[src/rtl/ilv_pwm_pkg.sv]
package ilv_pwm_pkg;
  localparam int unsigned NPH = 2;

  typedef struct packed {
    logic hs;
    logic ls;
  } gate_t;
endpackage

[src/rtl/ilv_phase_sched.sv]
module ilv_phase_sched
  import ilv_pwm_pkg::*;
(
  input  logic           clk_i,
  input  logic           rst_ni,
  input  logic           en_i,
  input  logic           tick_i,
  output logic [NPH-1:0] start_o
);
  logic sel_q;

  always_ff @(posedge clk_i or negedge rst_ni) begin
    if (!rst_ni)      sel_q <= 1'b0;
    else if (!en_i)   sel_q <= 1'b0;
    else if (tick_i)  sel_q <= ~sel_q;
  end

  assign start_o[0] = en_i && tick_i && !sel_q;
  assign start_o[1] = en_i && tick_i &&  sel_q;
endmodule

[src/rtl/ilv_phase_timer.sv]
module ilv_phase_timer #(
  parameter int unsigned DUTY_W  = 10,
  parameter int unsigned PER_CYC = 200
) (
  input  logic              clk_i,
  input  logic              rst_ni,
  input  logic              en_i,
  input  logic              start_i,
  input  logic [DUTY_W-1:0] duty_i,
  output logic              want_hs_o,
  output logic              want_ls_o
);
  localparam int unsigned CNT_W = $clog2(PER_CYC) + 2;
  localparam int unsigned PW    = DUTY_W + CNT_W;
  localparam int unsigned DMAX  = (95 * (1 << DUTY_W)) / 100;
  localparam logic [DUTY_W-1:0] DUTY_MAX = DUTY_W'(DMAX);
  localparam logic [CNT_W-1:0]  PER_L    = CNT_W'(PER_CYC);
  localparam logic [CNT_W-1:0]  CNT_MAX  = '1;

  logic              run_q;
  logic [CNT_W-1:0]  cnt_q, on_q, on_nxt;
  logic [DUTY_W-1:0] dc;
  logic [PW-1:0]     prod;

  assign dc     = (duty_i > DUTY_MAX) ? DUTY_MAX : duty_i;
  assign prod   = {{CNT_W{1'b0}}, dc} * {{DUTY_W{1'b0}}, PER_L};
  assign on_nxt = prod[PW-1:DUTY_W];

  always_ff @(posedge clk_i or negedge rst_ni) begin
    if (!rst_ni) begin
      run_q <= 1'b0;
      cnt_q <= CNT_MAX;
      on_q  <= '0;
    end else if (!en_i) begin
      run_q <= 1'b0;
    end else if (start_i) begin
      run_q <= 1'b1;
      cnt_q <= '0;
      on_q  <= on_nxt;
    end else if (cnt_q != CNT_MAX) begin
      cnt_q <= cnt_q + 1'b1;
    end
  end

  assign want_hs_o = en_i && run_q && (cnt_q < on_q);
  assign want_ls_o = en_i && run_q && !(cnt_q < on_q);
endmodule

[src/rtl/ilv_deadband.sv]
module ilv_deadband
  import ilv_pwm_pkg::*;
#(
  parameter int unsigned DEAD_CYC = 3
) (
  input  logic  clk_i,
  input  logic  rst_ni,
  input  logic  want_hs_i,
  input  logic  want_ls_i,
  output gate_t gate_o
);
  localparam int unsigned GW = $clog2(DEAD_CYC + 1) + 1;
  localparam logic [GW-1:0] DEAD_L = GW'(DEAD_CYC);

  logic          hs_q, ls_q;
  logic [GW-1:0] gap_q;  // completed both-low cycles, saturating

  always_ff @(posedge clk_i or negedge rst_ni) begin
    if (!rst_ni) begin
      hs_q  <= 1'b0;
      ls_q  <= 1'b0;
      gap_q <= DEAD_L;
    end else if (!want_hs_i && !want_ls_i) begin
      if (hs_q || ls_q) begin
        hs_q  <= 1'b0;
        ls_q  <= 1'b0;
        gap_q <= GW'(1);
      end else if (gap_q < DEAD_L) begin
        gap_q <= gap_q + 1'b1;
      end
    end else if (want_hs_i) begin
      if (ls_q) begin
        ls_q  <= 1'b0;
        gap_q <= GW'(1);
      end else if (!hs_q) begin
        if (gap_q >= DEAD_L) hs_q  <= 1'b1;
        else                 gap_q <= gap_q + 1'b1;
      end
    end else begin
      if (hs_q) begin
        hs_q  <= 1'b0;
        gap_q <= GW'(1);
      end else if (!ls_q) begin
        if (gap_q >= DEAD_L) ls_q  <= 1'b1;
        else                 gap_q <= gap_q + 1'b1;
      end
    end
  end

  assign gate_o.hs = hs_q;
  assign gate_o.ls = ls_q;
endmodule

[src/rtl/ilv_pwm.sv]
module ilv_pwm
  import ilv_pwm_pkg::*;
#(
  parameter int unsigned DUTY_W   = 10,
  parameter int unsigned PER_CYC  = 200,
  parameter int unsigned DEAD_CYC = 3
) (
  input  logic              clk_i,
  input  logic              rst_ni,
  input  logic              en_i,
  input  logic              tick_i,
  input  logic [DUTY_W-1:0] duty_a_i,
  input  logic [DUTY_W-1:0] duty_b_i,
  output logic              hs_a_o,
  output logic              ls_a_o,
  output logic              hs_b_o,
  output logic              ls_b_o
);
  logic [NPH-1:0]    start;
  logic [DUTY_W-1:0] duty [NPH];
  gate_t             gate [NPH];

  assign duty[0] = duty_a_i;
  assign duty[1] = duty_b_i;

  ilv_phase_sched u_sched (
    .clk_i   (clk_i),
    .rst_ni  (rst_ni),
    .en_i    (en_i),
    .tick_i  (tick_i),
    .start_o (start)
  );

  for (genvar p = 0; p < NPH; p++) begin : g_ph
    logic want_hs, want_ls;

    ilv_phase_timer #(.DUTY_W(DUTY_W), .PER_CYC(PER_CYC)) u_tmr (
      .clk_i     (clk_i),
      .rst_ni    (rst_ni),
      .en_i      (en_i),
      .start_i   (start[p]),
      .duty_i    (duty[p]),
      .want_hs_o (want_hs),
      .want_ls_o (want_ls)
    );

    ilv_deadband #(.DEAD_CYC(DEAD_CYC)) u_db (
      .clk_i     (clk_i),
      .rst_ni    (rst_ni),
      .want_hs_i (want_hs),
      .want_ls_i (want_ls),
      .gate_o    (gate[p])
    );
  end

  assign hs_a_o = gate[0].hs;
  assign ls_a_o = gate[0].ls;
  assign hs_b_o = gate[1].hs;
  assign ls_b_o = gate[1].ls;
endmodule

[config.mk]
export PLATFORM = sky130hd
export DESIGN_NAME = ilv_pwm
export DESIGN_NICKNAME = d
export VERILOG_FILES = /design/src/rtl/ilv_pwm_pkg.sv /design/src/rtl/ilv_phase_sched.sv /design/src/rtl/ilv_phase_timer.sv /design/src/rtl/ilv_deadband.sv /design/src/rtl/ilv_pwm.sv
export SDC_FILE = /design/constraint.sdc
export NUM_CORES = 1
export LEC_CHECK = 0
export BUFFER_PORTS_ARGS = -buffer_cell sky130_fd_sc_hd__buf_2
export CAP_MARGIN = 20
export CELL_PAD_IN_SITES_DETAIL_PLACEMENT = 1
export CELL_PAD_IN_SITES_GLOBAL_PLACEMENT = 1
export CORE_UTILIZATION = 52
export DETAILED_ROUTE_END_ITERATION = 7
export PLACE_DENSITY_LB_ADDON = 0.1
export SKIP_LAST_GASP = 1
export SYNTH_ARGS = -nofsm -noshare
export SYNTH_HDL_FRONTEND = slang
export SYNTH_SLANG_ARGS = --single-unit
[constraint.sdc]
create_clock -name clk_i -period 4.35 [get_ports clk_i]
set_clock_uncertainty 0.05 [all_clocks]
set_input_delay 0.435 -clock clk_i [delete_from_list [all_inputs] [get_ports clk_i]]
set_output_delay 0.435 -clock clk_i [all_outputs]
set_load 0.01 [all_outputs]
* After elaboration in Yosys (flattened, before gate mapping)
Index checks and enable logic that the tools add are counted.
W data, S select, Z words.
** Word-level totals
- Input port bits :: 24
- Register bits after elaboration :: 49
- Logic and storage cells :: 127
- Output and inout port bits :: 4
** Cells by class
- Add/sub/neg operators :: 4
- Bitwise gates (word level) :: 1
- Reduce and logical (&&, ||, !) cells :: 32
- $mul :: 2
- Order comparisons :: 8
- Multiplexer cells :: 50
- Equality and inequality tests :: 17
** Operators with widths (count)
- $mux W10 :: 6
- $mux W3 :: 18
- $mul A10 B5 Y15 const B :: 2
- $mux W1 :: 26
- $add A10 B1 Y10 const B :: 2
- $gt A10 B10 Y1 const B :: 2
- $lt A10 B8 Y1 :: 2
- $ne A10 B10 Y1 const B :: 2
- $reduce_and A2 Y1 :: 8
- $ne A3 B3 Y1 const B :: 4
- $logic_and A1 B1 Y1 :: 11
- $ne A4 B2 Y1 const B :: 2
- $ne A4 B4 Y1 const B :: 2
- $logic_not A1 Y1 :: 7
- $add A3 B1 Y3 const B :: 2
- $ge A3 B2 Y1 const B :: 2
- $lt A3 B2 Y1 const B :: 2
- $ne A2 B1 Y1 const B :: 3
- $ne A3 B2 Y1 const B :: 2
- $reduce_and A3 Y1 :: 2
- $ne A2 B2 Y1 const B :: 2
- $reduce_bool A2 Y1 :: 2
- $logic_or A1 B1 Y1 :: 2
- $not A1 Y1 :: 1

* Depth between registers and ports, before layout
- Word-level depth :: 7
- Gate-level depth with buffers :: 17
- Depth with buffers taken out :: 16

* Hierarchy
A second synthesis with hierarchy kept.
** Unflattened totals
- Cells, all modules :: 531
- Area total of the unflattened synthesis :: 4864.7 µm²
** By module, submodules not included
- ilv_phase_timer (g_ph[0].u_tmr) :: seq. area each 488.0 µm², cells an instance 228, area an instance 2079.5 µm², instances 1
- ilv_phase_timer (g_ph[1].u_tmr) :: seq. area each 488.0 µm², cells an instance 225, area an instance 2057.0 µm², instances 1
- ilv_deadband :: seq. area each 127.6 µm², cells an instance 36, area an instance 336.6 µm², instances 2
- ilv_phase_sched :: seq. area each 25.0 µm², cells an instance 6, area an instance 55.1 µm², instances 1

* Worst setup path before layout
Ideal clock, no wire load.
- Kind :: input-to-reg
- Start point :: input port duty_b_i[6]
- End point :: register g_ph[1].u_tmr.on_q[7]
- Data required time :: 4.158 ns
- Library setup time :: 0.142 ns
- Setup slack :: 0.366 ns
- Buffers on the path :: 0
- Arrival :: 3.791 ns
- Cell stages on the path :: 13
- Cell sequence :: ha_1 > nand2_1 > a21oi_1 > or2_2 > ha_1 > ha_1 > fa_1 > ha_1 > and4_1 > a221o_2 > a221oi_4 > nor4b_2 > o32ai_1
** Between the ends
- Longest elaborated chain between the ends :: 3
** RTL lines
- start, declared :: RTL line ilv_pwm.sv:13 : input logic [DUTY_W-1:0] duty_b_i,
- $gt A10 B10 Y1 :: RTL line ilv_phase_timer.sv:25 : assign dc = (duty_i > DUTY_MAX) ? DUTY_MAX : duty_i;
- $mux W10 (*) :: RTL line ilv_phase_timer.sv:25
- $mul A10 B5 Y15 (*) :: RTL line ilv_phase_timer.sv:26 : assign prod = {{CNT_W{1'b0}}, dc} * {{DUTY_W{1'b0}}, PER_L};
- end signal, assigned :: RTL line ilv_phase_timer.sv:39 : on_q <= on_nxt;
- end, declared :: RTL line ilv_phase_timer.sv:21 : logic [CNT_W-1:0] cnt_q, on_q, on_nxt;
Every way passes the cells marked *; elsewhere a longest branch is shown, timed or not.
A chain may end at the register's enable or synchronous reset.

* Worst setup path after layout
- Start point :: input port duty_b_i[8]
- End point :: register g_ph[1].u_tmr.on_q[7]
Same word-level chain as after synthesis.

==> reports/qor.tcl <==
set qor(status) {completed}
set qor(cts.root.buffer_cell) {clkbuf_8}
set qor(hold_path_class) {in2async}
set qor(worst_setup_hold_path_clk_slew_ns) 0.09
set qor(period_share) 0.919
set qor(report.final.setup_viol) 0
set qor(final_cell_area_um2) 5010
set qor(vias_per_cell) 5.69
set qor(grt_max_degree) 32
set qor(global_route_wire_length_before_repair_um) 18300
set qor(critical_path.endpoint_type) {flop}
set qor(tritoncts) {yes}
set qor(die-width_um) 96.8
set qor(critPathLaunch) {duty_b_i[8]}
set qor(via_count) 3770
set qor(critical_path_arrival_ns) 4.10
set qor(tns_ns) 0
set qor(crit_path_max_incr_delay_ns) 0.53
set qor(design.die.area_um2) 9370
set qor(holdBufCountCts) 0
set qor(totalWireLength_um) 10100
set qor(final-seq-area_um2) 1260
set qor(cp_delay_by_family_top) {adder cells}
set qor(post_cts.resized_instances) 0
set qor(setup.worst_path.class) {in2reg}
set qor(timing_hold_violations_final) 0
set qor(syn-cell-area_um2) 4670
set qor(min_period_ns) 4.00
set qor(postSynthCellCount) 527
set qor(final.fill_count) 1055
set qor(post_synth_num_cell_types) 54
set qor(power_leakage_uw) 0.00248
set qor(yosys_reg_bits) 49
set qor(synthToLayoutAreaGrowth_pct) 7.26
set qor(core-area_um2) 8720
set qor(cts_buffers) 5
set qor(ctsLongestPathBuffers) 2
set qor(path_depth) 16
set qor(max_clock_freq_mhz) 250
set qor(multi_input_comb_area_um2) 3170
set qor(crit_slowest_cell) {fa_1}
set qor(maxCapViolations) 0
set qor(placement_rows) 34
set qor(antenna_found_initial) 0
set qor(placement.setup.worst_slack_ns) 0.0197
set qor(port-buffer-count) 27
set qor(regToRegStartpoint) {g_ph[0].u_tmr.cnt_q[7]}
set qor(detailedRoute.firstIterationViolations) 87
set qor(all_layer_gr_usage) 0.231
set qor(maxSlewHeadroom) 0.480
set qor(cts.htree.levels) 2
set qor(post_synth.cell_area_avg_um2) 8.87
set qor(synthFlopType) {dfrtp_1}
set qor(cts_setup_buffers) 0
set qor(post-route-worst-setup-slack_ns) 0.350
set qor(placed_instance_area_um2) 4930
set qor(n_antenna_cell) 0
set qor(final-instance-count-excl-fill) 662
set qor(post_placement_cell_count) 654
set qor(final_layout_size_suffix_gt1_frac) 0.144
set qor(critical_path_buf_inv_count) 4
set qor(grt_pass1_vias) 4118
set qor(io_pins) 28
set qor(die_y_um) 96.8
set qor(place_congestion) 0.830
set qor(power_per_cell_area_nw_per_um2) 388
set qor(cp_data_required_time_ns) 4.45
set qor(yosys_warnings) 0
set qor(design_power_total_uw) 1940
set qor(start_kind) {input pin}
set qor(clock_insertion_delay_worst_skew_ns) 0.30
set qor(cpMostUsedCell) {ha_1}
set qor(postSynthNetCount) 640
set qor(crit_chain) {buf_2 -> ha_1 -> nand2_1 -> a21oi_1 -> buf_4 -> or2_2 -> ha_1 -> ha_1 -> inv_1 -> fa_1 -> inv_1 -> ha_1 -> and3_1 -> a221oi_4 -> nor4b_2 -> o32ai_1}
set qor(fin_nets) 666
set qor(critical_path_peak_fanout) 9
set qor(detail_route.drc_violations) 0
set qor(asyncSetResetFlopFracSynth) 1.00
set qor(rsz0062_at_grt) {false}
set qor(drv_slew) 0
set qor(drtAntennaViolNets) 0
set qor(yosysSeqAreaShare) 0.269
set qor(worst_r2r_endpoint) {g_ph[0].u_db.gap_q[0]}
set qor(numClockSinks) 49
set qor(r2r_worst_path_depth) 5
set qor(ir_drop_uv) 138
set qor(crit_path_end) {g_ph[1].u_tmr.on_q[7]}
set qor(drt_pass1_iterations) 4
set qor(detail_route.wl_per_cell_um) 15.3
set qor(place_hpwl_um) 8190
set qor(grt_overflow) 0
set qor(synth-edff-count) 0
set qor(starting_utilization_of_the_core_area) 0.536
set qor(max_slew.worst_pin.slew_ns) 0.781
set qor(flop2flop_setup_slack_ns) 1.84
[synth_stat cells (2+ instances only)]
| library cell | n | share of area |
|---|---|---|
| o21ai_0 | 26 | 0.028 |
| clkbuf_1 | 11 | 0.0088 |
| o211a_1 | 2 | 0.0043 |
| xor2_1 | 15 | 0.028 |
| or3_1 | 4 | 0.0054 |
| nor2_1 | 36 | 0.029 |
| ha_1 | 81 | 0.22 |
| buf_2 | 3 | 0.0032 |
| nand4_1 | 6 | 0.0080 |
| a41oi_1 | 5 | 0.0094 |
| o31ai_1 | 3 | 0.0048 |
| nand2_1 | 47 | 0.038 |
| nand3_1 | 11 | 0.012 |
| a2111oi_0 | 3 | 0.0056 |
| dfstp_2 | 24 | 0.13 |
| o41a_1 | 3 | 0.0072 |
| a21oi_1 | 24 | 0.026 |
| and4_1 | 3 | 0.0056 |
| a21o_1 | 7 | 0.011 |
| or2_2 | 12 | 0.016 |
| o211ai_1 | 5 | 0.0080 |
| nor2b_1 | 4 | 0.0054 |
| nand2b_1 | 3 | 0.0040 |
| fa_1 | 8 | 0.034 |
| nor4_1 | 3 | 0.0040 |
| and2_1 | 7 | 0.0094 |
| inv_1 | 52 | 0.042 |
| mux2i_1 | 6 | 0.013 |
| a211o_1 | 2 | 0.0037 |
| and3_1 | 14 | 0.019 |
| a211oi_1 | 8 | 0.013 |
| dfrtp_1 | 25 | 0.13 |
| xnor2_1 | 15 | 0.028 |
| o21a_1 | 4 | 0.0064 |
| nor4b_1 | 2 | 0.0037 |
| nor3_1 | 19 | 0.020 |
| a31oi_1 | 7 | 0.0094 |
[layer usage]
metal / part of all wire / up-vias / global-route usage / routed length (um)
met3: 0.013 / 9 / 0.0195 / 128
met5: 0 / - / 0 / 0
li1: - / 1928 / - / -
met4: 0.011 / 0 / 0.0528 / 116
met1: 0.46 / 1798 / 0.280 / 4620
met2: 0.52 / 35 / 0.440 / 5250
[where the power goes]
part / leakage (uW) / switching (uW) / internal (uW) / total [uW]
combinational: 0.00188 / 527 / 425 / 952
clock: 0.0000395 / 144 / 115 / 259
sequential: 0.000558 / 118 / 614 / 732
[per-stage QoR]
step / hold slack [ns] / utilization
after floorplan: 0.0894 / -
after global placement: 0.354 / 0.566
after detailed placement: 0.361 / 0.566
after CTS: 0.0316 / 0.575
after global routing: 0.0429 / 0.575
final: 0.0211 / 0.575
[kinds of logic (layout without fill, tap and decap cells)]
logic type	after synthesis	in the layout	synth area share
compound gates	109	109	0.165
simple gates	178	178	0.193
fa+ha+maj	89	89	0.251
mux	6	6	0.0129
buf+inv	66	93	0.0538
flops	49	49	0.269
xor+xnor	30	30	0.0562
[state kept, by name, indices dropped and copies added, names as in the netlist]
| register | cells |
|---|---|
| g_ph.u_tmr.cnt_q | 20 |
| g_ph.u_tmr.on_q | 16 |
| g_ph.u_db.gap_q | 6 |
| g_ph.u_db.hs_q | 2 |
| g_ph.u_db.ls_q | 2 |
| g_ph.u_tmr.run_q | 2 |
| u_sched.sel_q | 1 |
[final cells by class]
type | count | share of cell area
Multi-Input combinational cell | 412 | 0.632
Tap cell | 108 | 0.0270
Inverter | 52 | 0.0389
Timing Repair Buffer | 33 | 0.0359
Sequential cell | 49 | 0.251
Clock buffer | 8 | 0.0160
[layout by cell type, fill, tap and decap left out, types with 15 or more instances in the layout]
cell and n:
o21ai_0 26, buf_2 27, xnor2_1 15, inv_1 52, nand2_1 47, a21oi_1 24
dfrtp_1 25, dfstp_2 24, ha_1 81, nor2_1 36, nor3_1 19, xor2_1 15
[worst min path at each step]
| stage | from | slack (ns) | end |
|---|---|---|---|
| floorplan | rst_ni | 0.09 | g_ph[0].u_db.gap_q[2] |
| global placement | rst_ni | 0.35 | g_ph[0].u_db.gap_q[2] |
| detailed placement | rst_ni | 0.36 | g_ph[0].u_db.gap_q[2] |
| CTS | rst_ni | 0.03 | g_ph[1].u_db.gap_q[2] |
| global route | rst_ni | 0.04 | g_ph[0].u_db.gap_q[2] |
| finish | rst_ni | 0.02 | g_ph[1].u_tmr.on_q[6] |
No activity file was read; power rests on OpenSTA's default activity.
